$ cat src/rtl/dcs_pkg.sv
// Shared types and fixed pin geometry for the DRAM command sequencer.
// Assumes a DDR4-style bus: 14 plain address pins plus three dual-use
// command pins that carry the upper row bits during an activate.
package dcs_pkg;

    typedef enum logic [2:0] {
        CMD_NOP = 3'd0,
        CMD_ACT = 3'd1,
        CMD_PRE = 3'd2,
        CMD_RD  = 3'd3,
        CMD_WR  = 3'd4
    } dcs_cmd_e;

    localparam int PIN_ROW_BITS = 17;  // row width carried by the pins
    localparam int ADDR_PINS    = 14;  // A13..A0
    localparam int COL_BITS     = 10;  // column on A9..A0
    localparam int BA_BITS      = 2;
    localparam int AP_PIN       = 10;  // auto-precharge flag position
    localparam int BL8_PIN      = 12;  // high = burst of eight

    // command codes on the three dual-use pins when activate is high
    localparam logic [2:0] HI_PRE = 3'b010;
    localparam logic [2:0] HI_RD  = 3'b101;
    localparam logic [2:0] HI_WR  = 3'b100;
    localparam logic [2:0] HI_IDLE = 3'b111;

endpackage

$ cat src/rtl/dcs_gap_timer.sv
// Down-counter that enforces a minimum number of cycles between commands.
// Loading value V makes `expired` rise V cycles later; a load of 0 leaves it
// expired from the next cycle. Assumes load values fit in CNT_W bits.
module dcs_gap_timer #(
    parameter int CNT_W = 4
) (
    input  logic             clk,
    input  logic             rst_n,
    input  logic             load,
    input  logic [CNT_W-1:0] load_val,
    output logic             expired
);

    logic [CNT_W-1:0] cnt_q;

    // count down to zero, restarting on load
    always_ff @(posedge clk) begin
        if (!rst_n) begin
            cnt_q <= '0;
        end else if (load) begin
            cnt_q <= load_val;
        end else if (cnt_q != '0) begin
            cnt_q <= cnt_q - 1'b1;
        end
    end

    assign expired = (cnt_q == '0);

endmodule

$ cat src/rtl/dcs_bank_table.sv
// Per-bank open-row table. Each bank keeps an open flag, the open row and a
// gap timer that gates the bank's next command. The timer is loaded with
// T_RCD-1 on an activate and with T_RP-1 on a precharge or on a column
// command with auto-precharge. Assumes one update per cycle.
module dcs_bank_table
    import dcs_pkg::*;
#(
    parameter int IDX_W    = 4,
    parameter int ROW_BITS = 17,
    parameter int CNT_W    = 4,
    parameter int T_RCD    = 4,
    parameter int T_RP     = 4
) (
    input  logic                clk,
    input  logic                rst_n,
    input  dcs_cmd_e            upd_cmd,
    input  logic                upd_ap,
    input  logic [IDX_W-1:0]    upd_idx,
    input  logic [ROW_BITS-1:0] upd_row,
    input  logic [IDX_W-1:0]    look_idx,
    output logic                look_open,
    output logic [ROW_BITS-1:0] look_row,
    output logic                look_ready
);

    localparam int NB = 1 << IDX_W;

    logic                open_q [NB];
    logic [ROW_BITS-1:0] row_q  [NB];
    logic [NB-1:0]       rdy;

    // a bank closes on precharge or on a column command asking for it
    logic closing;
    assign closing = (upd_cmd == CMD_PRE) ||
                     (((upd_cmd == CMD_RD) || (upd_cmd == CMD_WR)) && upd_ap);

    for (genvar b = 0; b < NB; b++) begin : g_bank
        logic             hit_b;
        logic             tload;
        logic [CNT_W-1:0] tval;

        assign hit_b = (upd_idx == IDX_W'(b));
        assign tload = hit_b && ((upd_cmd == CMD_ACT) || closing);
        assign tval  = (upd_cmd == CMD_ACT) ? CNT_W'(T_RCD - 1) : CNT_W'(T_RP - 1);

        // track the open flag and open row of this bank
        always_ff @(posedge clk) begin
            if (!rst_n) begin
                open_q[b] <= 1'b0;
                row_q[b]  <= '0;
            end else if (hit_b && upd_cmd == CMD_ACT) begin
                open_q[b] <= 1'b1;
                row_q[b]  <= upd_row;
            end else if (hit_b && closing) begin
                open_q[b] <= 1'b0;
            end
        end

        dcs_gap_timer #(.CNT_W(CNT_W)) i_gap (
            .clk      (clk),
            .rst_n    (rst_n),
            .load     (tload),
            .load_val (tval),
            .expired  (rdy[b])
        );
    end

    assign look_open  = open_q[look_idx];
    assign look_row   = row_q[look_idx];
    assign look_ready = rdy[look_idx];

endmodule

$ cat src/rtl/dcs_pin_driver.sv
// Registered encoder from an internal command to the DRAM pins. A no-op
// cycle deselects the device and parks the strobes high. Assumes the
// caller presents at most one command per cycle.
module dcs_pin_driver
    import dcs_pkg::*;
#(
    parameter int BG_BITS = 2
) (
    input  logic                    clk,
    input  logic                    rst_n,
    input  dcs_cmd_e                cmd,
    input  logic [BG_BITS-1:0]      bg,
    input  logic [BA_BITS-1:0]      ba,
    input  logic [PIN_ROW_BITS-1:0] row,
    input  logic [COL_BITS-1:0]     col,
    input  logic                    ap,
    input  logic                    chop,
    output logic                    sel_n,
    output logic                    act_n,
    output logic [2:0]              cmd_hi,
    output logic [BG_BITS-1:0]      pin_bg,
    output logic [BA_BITS-1:0]      pin_ba,
    output logic [ADDR_PINS-1:0]    pin_addr
);

    logic                 n_sel, n_act;
    logic [2:0]           n_hi;
    logic [BG_BITS-1:0]   n_bg;
    logic [BA_BITS-1:0]   n_ba;
    logic [ADDR_PINS-1:0] n_addr;

    // build the pin pattern for the chosen command
    always_comb begin
        n_sel  = 1'b1;
        n_act  = 1'b1;
        n_hi   = HI_IDLE;
        n_bg   = '0;
        n_ba   = '0;
        n_addr = '0;
        case (cmd)
            CMD_ACT: begin
                n_sel  = 1'b0;
                n_act  = 1'b0;
                n_hi   = row[PIN_ROW_BITS-1 -: 3];
                n_addr = row[ADDR_PINS-1:0];
                n_bg   = bg;
                n_ba   = ba;
            end
            CMD_PRE: begin
                n_sel = 1'b0;
                n_hi  = HI_PRE;
                n_bg  = bg;
                n_ba  = ba;
            end
            CMD_RD, CMD_WR: begin
                n_sel                  = 1'b0;
                n_hi                   = (cmd == CMD_WR) ? HI_WR : HI_RD;
                n_addr[COL_BITS-1:0]   = col;
                n_addr[AP_PIN]         = ap;
                n_addr[BL8_PIN]        = ~chop;
                n_bg                   = bg;
                n_ba                   = ba;
            end
            default: ;
        endcase
    end

    // register every pin so the bus changes only at the clock edge
    always_ff @(posedge clk) begin
        if (!rst_n) begin
            sel_n    <= 1'b1;
            act_n    <= 1'b1;
            cmd_hi   <= HI_IDLE;
            pin_bg   <= '0;
            pin_ba   <= '0;
            pin_addr <= '0;
        end else begin
            sel_n    <= n_sel;
            act_n    <= n_act;
            cmd_hi   <= n_hi;
            pin_bg   <= n_bg;
            pin_ba   <= n_ba;
            pin_addr <= n_addr;
        end
    end

endmodule

$ cat src/rtl/dram_cmd_seq.sv
// DRAM command sequencer. For the request at its input it chooses one
// command per cycle from the state of the addressed bank: a column command
// on a row hit, a precharge on a row miss, an activate on a closed bank.
// Each is held back until its gap timer has expired. The request is taken
// (req_ready high) in the cycle its column command is chosen. Assumes the
// requester holds the fields stable while req_valid is high, and that every
// gap parameter is at least 1.
module dram_cmd_seq
    import dcs_pkg::*;
#(
    parameter int DEV_WIDTH = 8,
    parameter int ROW_BITS  = 17,
    parameter int T_RCD     = 4,
    parameter int T_RP      = 4,
    parameter int T_CCD     = 2,
    localparam int BG_BITS  = (DEV_WIDTH == 16) ? 1 : 2
) (
    input  logic                 clk,
    input  logic                 rst_n,
    input  logic                 req_valid,
    output logic                 req_ready,
    input  logic                 req_write,
    input  logic [BG_BITS-1:0]   req_bg,
    input  logic [1:0]           req_ba,
    input  logic [ROW_BITS-1:0]  req_row,
    input  logic [9:0]           req_col,
    input  logic                 req_ap,
    input  logic                 req_chop,
    output logic                 ddr_select_n,
    output logic                 ddr_activate_n,
    output logic [2:0]           ddr_cmd_hi,
    output logic [BG_BITS-1:0]   ddr_bgrp,
    output logic [1:0]           ddr_bank,
    output logic [13:0]          ddr_addr
);

    localparam int IDX_W  = BG_BITS + BA_BITS;
    localparam int T_MAX  = (T_RCD > T_RP) ? ((T_RCD > T_CCD) ? T_RCD : T_CCD)
                                           : ((T_RP  > T_CCD) ? T_RP  : T_CCD);
    localparam int CNT_W  = $clog2(T_MAX + 1);

    logic [IDX_W-1:0]    bank_idx;
    logic                bank_open;
    logic [ROW_BITS-1:0] bank_row;
    logic                bank_rdy;
    logic                col_rdy;
    logic                row_hit;
    logic                col_issue;
    dcs_cmd_e            nxt_cmd;

    assign bank_idx = {req_bg, req_ba};
    assign row_hit  = bank_open && (bank_row == req_row);

    // choose this cycle's command for the waiting request
    always_comb begin
        nxt_cmd   = CMD_NOP;
        req_ready = 1'b0;
        if (req_valid) begin
            if (row_hit) begin
                if (bank_rdy && col_rdy) begin
                    nxt_cmd   = req_write ? CMD_WR : CMD_RD;
                    req_ready = 1'b1;
                end
            end else if (bank_open) begin
                if (bank_rdy) nxt_cmd = CMD_PRE;
            end else if (bank_rdy) begin
                nxt_cmd = CMD_ACT;
            end
        end
    end

    assign col_issue = (nxt_cmd == CMD_RD) || (nxt_cmd == CMD_WR);

    dcs_bank_table #(
        .IDX_W    (IDX_W),
        .ROW_BITS (ROW_BITS),
        .CNT_W    (CNT_W),
        .T_RCD    (T_RCD),
        .T_RP     (T_RP)
    ) i_table (
        .clk        (clk),
        .rst_n      (rst_n),
        .upd_cmd    (nxt_cmd),
        .upd_ap     (req_ap),
        .upd_idx    (bank_idx),
        .upd_row    (req_row),
        .look_idx   (bank_idx),
        .look_open  (bank_open),
        .look_row   (bank_row),
        .look_ready (bank_rdy)
    );

    dcs_gap_timer #(.CNT_W(CNT_W)) i_col_gap (
        .clk      (clk),
        .rst_n    (rst_n),
        .load     (col_issue),
        .load_val (CNT_W'(T_CCD - 1)),
        .expired  (col_rdy)
    );

    dcs_pin_driver #(.BG_BITS(BG_BITS)) i_pins (
        .clk      (clk),
        .rst_n    (rst_n),
        .cmd      (nxt_cmd),
        .bg       (req_bg),
        .ba       (req_ba),
        .row      (PIN_ROW_BITS'(req_row)),
        .col      (req_col),
        .ap       (req_ap),
        .chop     (req_chop),
        .sel_n    (ddr_select_n),
        .act_n    (ddr_activate_n),
        .cmd_hi   (ddr_cmd_hi),
        .pin_bg   (ddr_bgrp),
        .pin_ba   (ddr_bank),
        .pin_addr (ddr_addr)
    );

endmodule

$ cat config.mk
export PLATFORM = sky130hd
export DESIGN_NAME = dram_cmd_seq
export DESIGN_NICKNAME = d
export VERILOG_FILES = /design/src/rtl/dcs_pkg.sv /design/src/rtl/dcs_gap_timer.sv /design/src/rtl/dcs_bank_table.sv /design/src/rtl/dcs_pin_driver.sv /design/src/rtl/dram_cmd_seq.sv
export SDC_FILE = /design/constraint.sdc
export NUM_CORES = 1
export LEC_CHECK = 0
export BUFFER_PORTS_ARGS = -buffer_cell sky130_fd_sc_hd__buf_4
export CAP_MARGIN = 20
export CORE_MARGIN = 5
export CORE_UTILIZATION = 45
export DETAILED_ROUTE_END_ITERATION = 16
export GPL_TIMING_DRIVEN = 0
export SYNTH_ARGS = -nofsm -noshare
export SYNTH_HDL_FRONTEND = slang
export SYNTH_HIERARCHICAL = 1
export SYNTH_SLANG_ARGS = --single-unit
export TNS_END_PERCENT = 20
$ cat constraint.sdc
create_clock -name clk -period 8.85 [get_ports clk]
set_clock_uncertainty 0.15 [all_clocks]
set_input_delay 0.885 -clock clk [delete_from_list [all_inputs] [get_ports clk]]
set_output_delay 0.885 -clock clk [all_outputs]
set_load 0.03 [all_outputs]
; Word level (Yosys, flattened, before mapping)
; Memories as Yosys holds them, arrays and structs flattened.
; Index checks and enable logic that the tools add are counted.
[totals]
reg_bits = 74
ramBits = 288
in_bits = 37
elab_cells = 471
mem_count = 2
[mem_list]
columns = memory, depth, word_bits, read_ports, rd_ports_with_merged_regs, wr, line_no
row1 = i_table.row_q, 16, 17, 1, 0, 16, dcs_bank_table.sv:29  ; logic [ROW_BITS-1:0] row_q [NB];
row2 = i_table.open_q, 16, 1, 1, 0, 16, dcs_bank_table.sv:28  ; logic open_q [NB];
[op_classes]
add_sub_neg = 17
magnitude_cmp = 1
eq_ne = 20
mux = 213
bitwise_logic = 50
reduce_logical = 127
[ops]
columns = cell, count
row1 = $mux W17, 16
row2 = $mux W1, 155
row3 = $mux W2, 33
row4 = $logic_and A1 B1 Y1, 51
row5 = $logic_not A3 Y1, 17
row6 = $reduce_bool A3 Y1, 17
row7 = $sub A3 B1 Y3 const B, 17
row8 = $or A1 B1 Y1, 48
row9 = $reduce_or A2 Y1, 18
row10 = $reduce_bool A2 Y1, 17
row11 = $eq A4 B4 Y1 const B, 8
row12 = $pmux W11 S2, 1
row13 = $eq A17 B17 Y1, 1
row14 = $eq A4 B3 Y1 const B, 4
row15 = $mux W3, 5
row16 = $pmux W3 S3, 1
row17 = $eq A4 B2 Y1 const B, 2
row18 = $eq A3 B2 Y1 const B, 2
row19 = $lt A4 B5 Y1 const B, 1
row20 = $bmux W1 S4, 1
row21 = $eq A4 B1 Y1 const B, 1
row22 = $logic_not A4 Y1, 1
row23 = $reduce_and A2 Y1, 2
row24 = $reduce_or A4 Y1, 1
row25 = 5 further kinds, 8

; Longest topological paths before layout
[depth]
word_depth = 17
depth_mapped = 17
mapped_depth_nobuf = 16

; Modules after synthesis
; The synthesis kept the hierarchy.
[modules_own_cells]
columns = mod, instances, cells_each, area_per_inst_um2
row1 = dcs_bank_table, 1, 943, 12941.2
row2 = dcs_gap_timer, 17, 22, 205.2
row3 = dcs_pin_driver, 1, 95, 917.1
row4 = dram_cmd_seq, 1, 37, 256.5

; Worst setup path before layout
; OpenSTA, ideal clock, no wires.
[synth_path]
path_type = input to register
start = input port req_ba[0]
end = memory i_table.row_q[12][0], enable pin
setup_ns = 0.415
arrival_ns = 4.927
required_time_ns = 8.285
path_slack_ns = 3.358
cell_stages = 13
n_path_buf = 3
path_cell_list = clkbuf_1 buf_2 mux4_2 a22oi_1 nand2_1 xor2_1 nor4_1 nand3_1 o311a_1 nor3b_2 buf_2 nand3_1 o21ai_0
[synth_lines]
columns = item, line_no
row1 = "start, declared", dram_cmd_seq.sv:24  ; input logic [1:0] req_ba,
row2 = "end, declared", dcs_bank_table.sv:29

; Worst setup path in the final report
[layout_path]
start = input port req_ba[1]
end = register i_table.g_bank[9].i_gap.cnt_q[1]
[layout_lines]
columns = item, line_no
row1 = $mem_v2 Z16 W17 (*), -
row2 = net bank_row[13], dram_cmd_seq.sv:44  ; logic [ROW_BITS-1:0] bank_row;
row3 = $eq A17 B17 Y1 (*), dram_cmd_seq.sv:52  ; assign row_hit = bank_open && (bank_row == req_row);
row4 = $logic_and A1 B1 Y1 (*), dram_cmd_seq.sv:52
row5 = $mux W3 (*), dram_cmd_seq.sv:59  ; if (row_hit) begin
row6 = $mux W3 (*), dram_cmd_seq.sv:58  ; if (req_valid) begin
row7 = net nxt_cmd[2], dram_cmd_seq.sv:49  ; dcs_cmd_e nxt_cmd;
row8 = $eq A3 B2 Y1 / $eq A3 B3 Y1 (equally long branches), dcs_bank_table.sv:35  ; (((upd_cmd == CMD_RD) || (upd_cmd == CMD_WR)) && upd_ap);
row9 = $logic_or A1 B1 Y1, dcs_bank_table.sv:35
row10 = $logic_and A1 B1 Y1, dcs_bank_table.sv:35
row11 = $logic_or A1 B1 Y1, dcs_bank_table.sv:34  ; assign closing = (upd_cmd == CMD_PRE) ||
row12 = $logic_or A1 B1 Y1 (*), dcs_bank_table.sv:43  ; assign tload = hit_b && ((upd_cmd == CMD_ACT) || closing);
row13 = $logic_and A1 B1 Y1 (*), dcs_bank_table.sv:43
row14 = net i_table.g_bank[9].tload, dcs_bank_table.sv:39  ; logic tload;
row15 = $mux W2 / $reduce_bool A2 Y1 (equally long branches), -
row16 = "end signal, assigned", dcs_gap_timer.sv:21  ; cnt_q <= load_val;
row17 = "end signal, assigned", dcs_gap_timer.sv:23  ; cnt_q <= cnt_q - 1'b1;
row18 = "end, declared", dcs_gap_timer.sv:14  ; logic [CNT_W-1:0] cnt_q;
; The timed path passes the listed nets; every way through them passes the cells marked *. The select of a mux whose other input is x is not followed.
; A chain may end at the register's enable or synchronous reset.

==> flow_summary_export.csv <==
group,metric,value,unit
floorplanning,die_x,208,um
clock_tree,hold_buffers,0,
power,switching_share,28.9,%
clock_tree,clk_latency,0.55,ns
clock_tree,htreeDepth,2,
critical_path,start_kind,"input pin",
power,power_density,235,mW/mm^2
critical_path,worstPathArrival,6.81,ns
critical_path,reg2reg_from,"i_table/row_q[2][12]",
sta,tightest_slew,1.07,ns
floorplanning,die_h,208,um
synth,synthesis.area,0.0176,sq mm
synth,ys_dominant_reg_cell,"edfxtp_1",
route,drc,0,
floorplanning,core_area,0.0386,sq mm
grt,grt_max_degree,42,
sta,fin_crit_sh,73.9,%
layout,final_layout_size_suffix_gt1_share,17.0,%
grt,grt_pass1_vias,12432,
clock_tree,cts_inserted_buffers,39,
layout,antenna-diode-count,0,
sta,period_needed,6.54,ns
route,wl,50.0,mm
power,p_switching,1.38,mW
placed_design,port_buffers,60,
sta,slew_headroom,28.5,%
synth,seq_area_frac_synth,57.5,%
synth,ys_types,48,
critical_path,r2r_end,"i_table/g_bank[9].i_gap/cnt_q[1]",
hold_path,hp-class,"flop to flop",
power,p_leak,7.28,nW
layout,area_delta_synth_final,15.3,%
power,pwr-share-seq,44.4,%
sta,worst_slack,2.31,ns
grt,grt-ovfl-total,0,
clock_tree,cts_tree,"yes",
placed_design,dpl.cell_count,2086,
power,ir_worst_vdd,147,uV
synth,yosys.area.top_type,"edfxtp_1",
critical_path,crit_path_start,"req_ba[1]",
floorplanning,io_pins,61,
floorplanning,fp-row-count,72,
synth,yosys_warnings,6,
critical_path,crit_end,"i_table/g_bank[9].i_gap/cnt_q[1]",
clock_tree,postCtsSetupBuffers,0,
layout,nNetsFinal,1680,
route,initialDrtViolationCount,1056,
clock_tree,post_cts_resized,0,
sta,setup_tns,0,ns
clock_tree,cts.sinks,362,
placed_design,dp_hpwl,36.5,mm
power,intPower,3.38,mW
synth,ys_ff_latch,362,
placed_design,dp_slack,1.79,ns
route,wire_per_inst,23.2,um
synth,synthArstFlopShare,0,%
synth,yosysMostFrequentCell,"edfxtp_1",
synth,yosysTopAreaCellShare,49.0,%
critical_path,critPathKind,"input pin to flop",
route,first_pass_iters,5,
grt,grt_use_total,22.6,%
flow_run,maxCapViolCount,0,
floorplanning,start_util,45.5,%
clock_tree,clk_pin_slew,0.06,ns
power,power_frac_clock,32.0,%
critical_path,required,9.12,ns
synth,synth_area_leaders,"edfxtp_1 49%, mux4_2 9.7%, dfxtp_1 8.5%, nor2_1 5.8%, ha_1 2.4%",
run_status,status,"finished, final reports clean",
sta,finalHoldViolations,0,
critical_path,path_max_fanout,13,
grt,grt_pass1_wl,74.6,mm
route,ant_nets,0,
layout,fillers,3388,
clock_tree,ctsLongestPathBuffers,3,
floorplanning,die-area,0.0432,sq mm
power,comb_power_share,23.6,%
sta,setup_viol,0,
critical_path,ff2ff_setup_slack,3.44,ns
placed_design,gp_congestion,0.840,
synth,netlist_top_cells_count,"287 x edfxtp_1, 274 x nor2_1, 109 x nand2_1",
grt,antenna_found_initial,0,
layout,instances_no_fill,2156,
sta,slew_viol_final,0,
sta,grt_setup_unrepaired,"false",
route,vias_per_cell,5.69,
clock_tree,root_buffer,"clkbuf_16",
critical_path,end_kind,"flop",
power,total_power,4.76,mW
synth,synth_edf_count,287,
sta,fmax,153,MHz
synth,syn_area_per_cell,12.1,sq um
critical_path,r2r_cells,14,
route,vias,12264,
synth,netlist_instances,1449,
layout make-up:
cell class | count | area [sq um] | area share [%]
repair buffers | 72 | 643 | 3.17
well taps | 518 | 648 | 3.19
clock buffers | 55 | 1090 | 5.36
clock inverters | 15 | 80.1 | 0.395
plain buffers | 84 | 394 | 1.94
inverters | 76 | 285 | 1.41
flip-flops and latches | 362 | 10100 | 49.9
multi-input cells | 974 | 7030 | 34.7
cell families after synthesis:
family                   synth area share, %
AND/OR/NAND/NOR                         18.6
adder cells (fa/ha/maj)                 2.42
buffers and inverters                   3.86
AO/OA/AOI/OAI                           6.93
multiplexers                            9.72
other                                 0.0853
flip-flops                              57.5
XOR/XNOR                               0.896
layout by cell type (no fill, tap or decap), drive strengths merged, types with 34 or more instances in the layout:
cell     netlist  routed
edfxtp       287     287
mux4          76      76
buf           30     102
nand2        109     109
ha            34      34
nor2b         94      94
clkbuf        54     109
conb           4      51
inv           76      77
a22oi         50      50
a2111oi       34      34
nor2         276     276
dfxtp         75      75
nor4b         34      34
critical path, cell delays in order:
cell and delay [ns]:
buf_4 0.21, buf_2 0.37, buf_1 0.64, mux4_2 0.42
a22oi_1 0.29, nand2_1 0.11, xor2_1 0.17, nor3_1 0.47
nand2_1 0.22, nor4_2 0.85, nor3b_1 0.26, o21ai_1 0.14
o21a_1 0.17, clkbuf_1 0.28, nor3_1 0.79, nor2b_1 0.10
a2111oi_1 0.39
state kept, by name, indices dropped and copies added, names as in the netlist:
register,count
i_table/row_q,272
i_pins/pin_addr,14
i_pins/act_n,1
i_pins/sel_n,1
i_pins/pin_ba,2
i_pins/cmd_hi,3
i_col_gap/cnt_q,3
i_table/open_q,16
i_pins/pin_bg,2
i_table/g_bank.i_gap/cnt_q,48
power by group through the flow:
stage / clock, mW / combinational (mW) / sequential (mW)
2_1_floorplan: 0 / 0.806 / 2.14
3_3_place_gp: 0 / 1.08 / 2.14
3_5_place_dp: 0 / 1.12 / 2.15
4_1_cts: 1.55 / 1.13 / 2.11
5_1_grt: 1.63 / 1.24 / 2.14
6_report: 1.52 / 1.12 / 2.11
worst min-delay path by stage:
| stage | from | endpoint | slack [ns] | depth (start not counted) |
|---|---|---|---|---|
| 2_1_floorplan | i_table/open_q[8] | i_table/open_q[8] | 0.32 | 2 |
| 3_3_place_gp | i_table/open_q[8] | i_table/open_q[8] | 0.36 | 2 |
| 3_5_place_dp | i_table/open_q[8] | i_table/open_q[8] | 0.36 | 2 |
| 4_1_cts | i_table/open_q[8] | i_table/open_q[8] | 0.37 | 2 |
| 5_1_grt | req_chop | i_pins/pin_addr[12] | 0.41 | 2 |
| 6_report | i_table/open_q[8] | i_table/open_q[8] | 0.37 | 2 |
metrics by stage:
stage	hold slack, ns	cell area (sq um)	util, %
after floorplan	0.325	17800	-
final	0.374	20300	52.5
after global placement	0.356	18900	48.8
after global routing	0.412	20300	52.5
after detailed placement	0.361	19100	49.5
after CTS	0.371	20300	52.5
per-layer routing:
layer | GRT usage (%) | wire length [um] | part of all wire, %
met1 | 28.5 | 19400 | 39
met2 | 39.9 | 25500 | 51
met3 | 3.14 | 3230 | 6.5
met4 | 8.22 | 1850 | 3.7
met5 | 0 | 0 | 0
(Power assumes the default switching activity.)
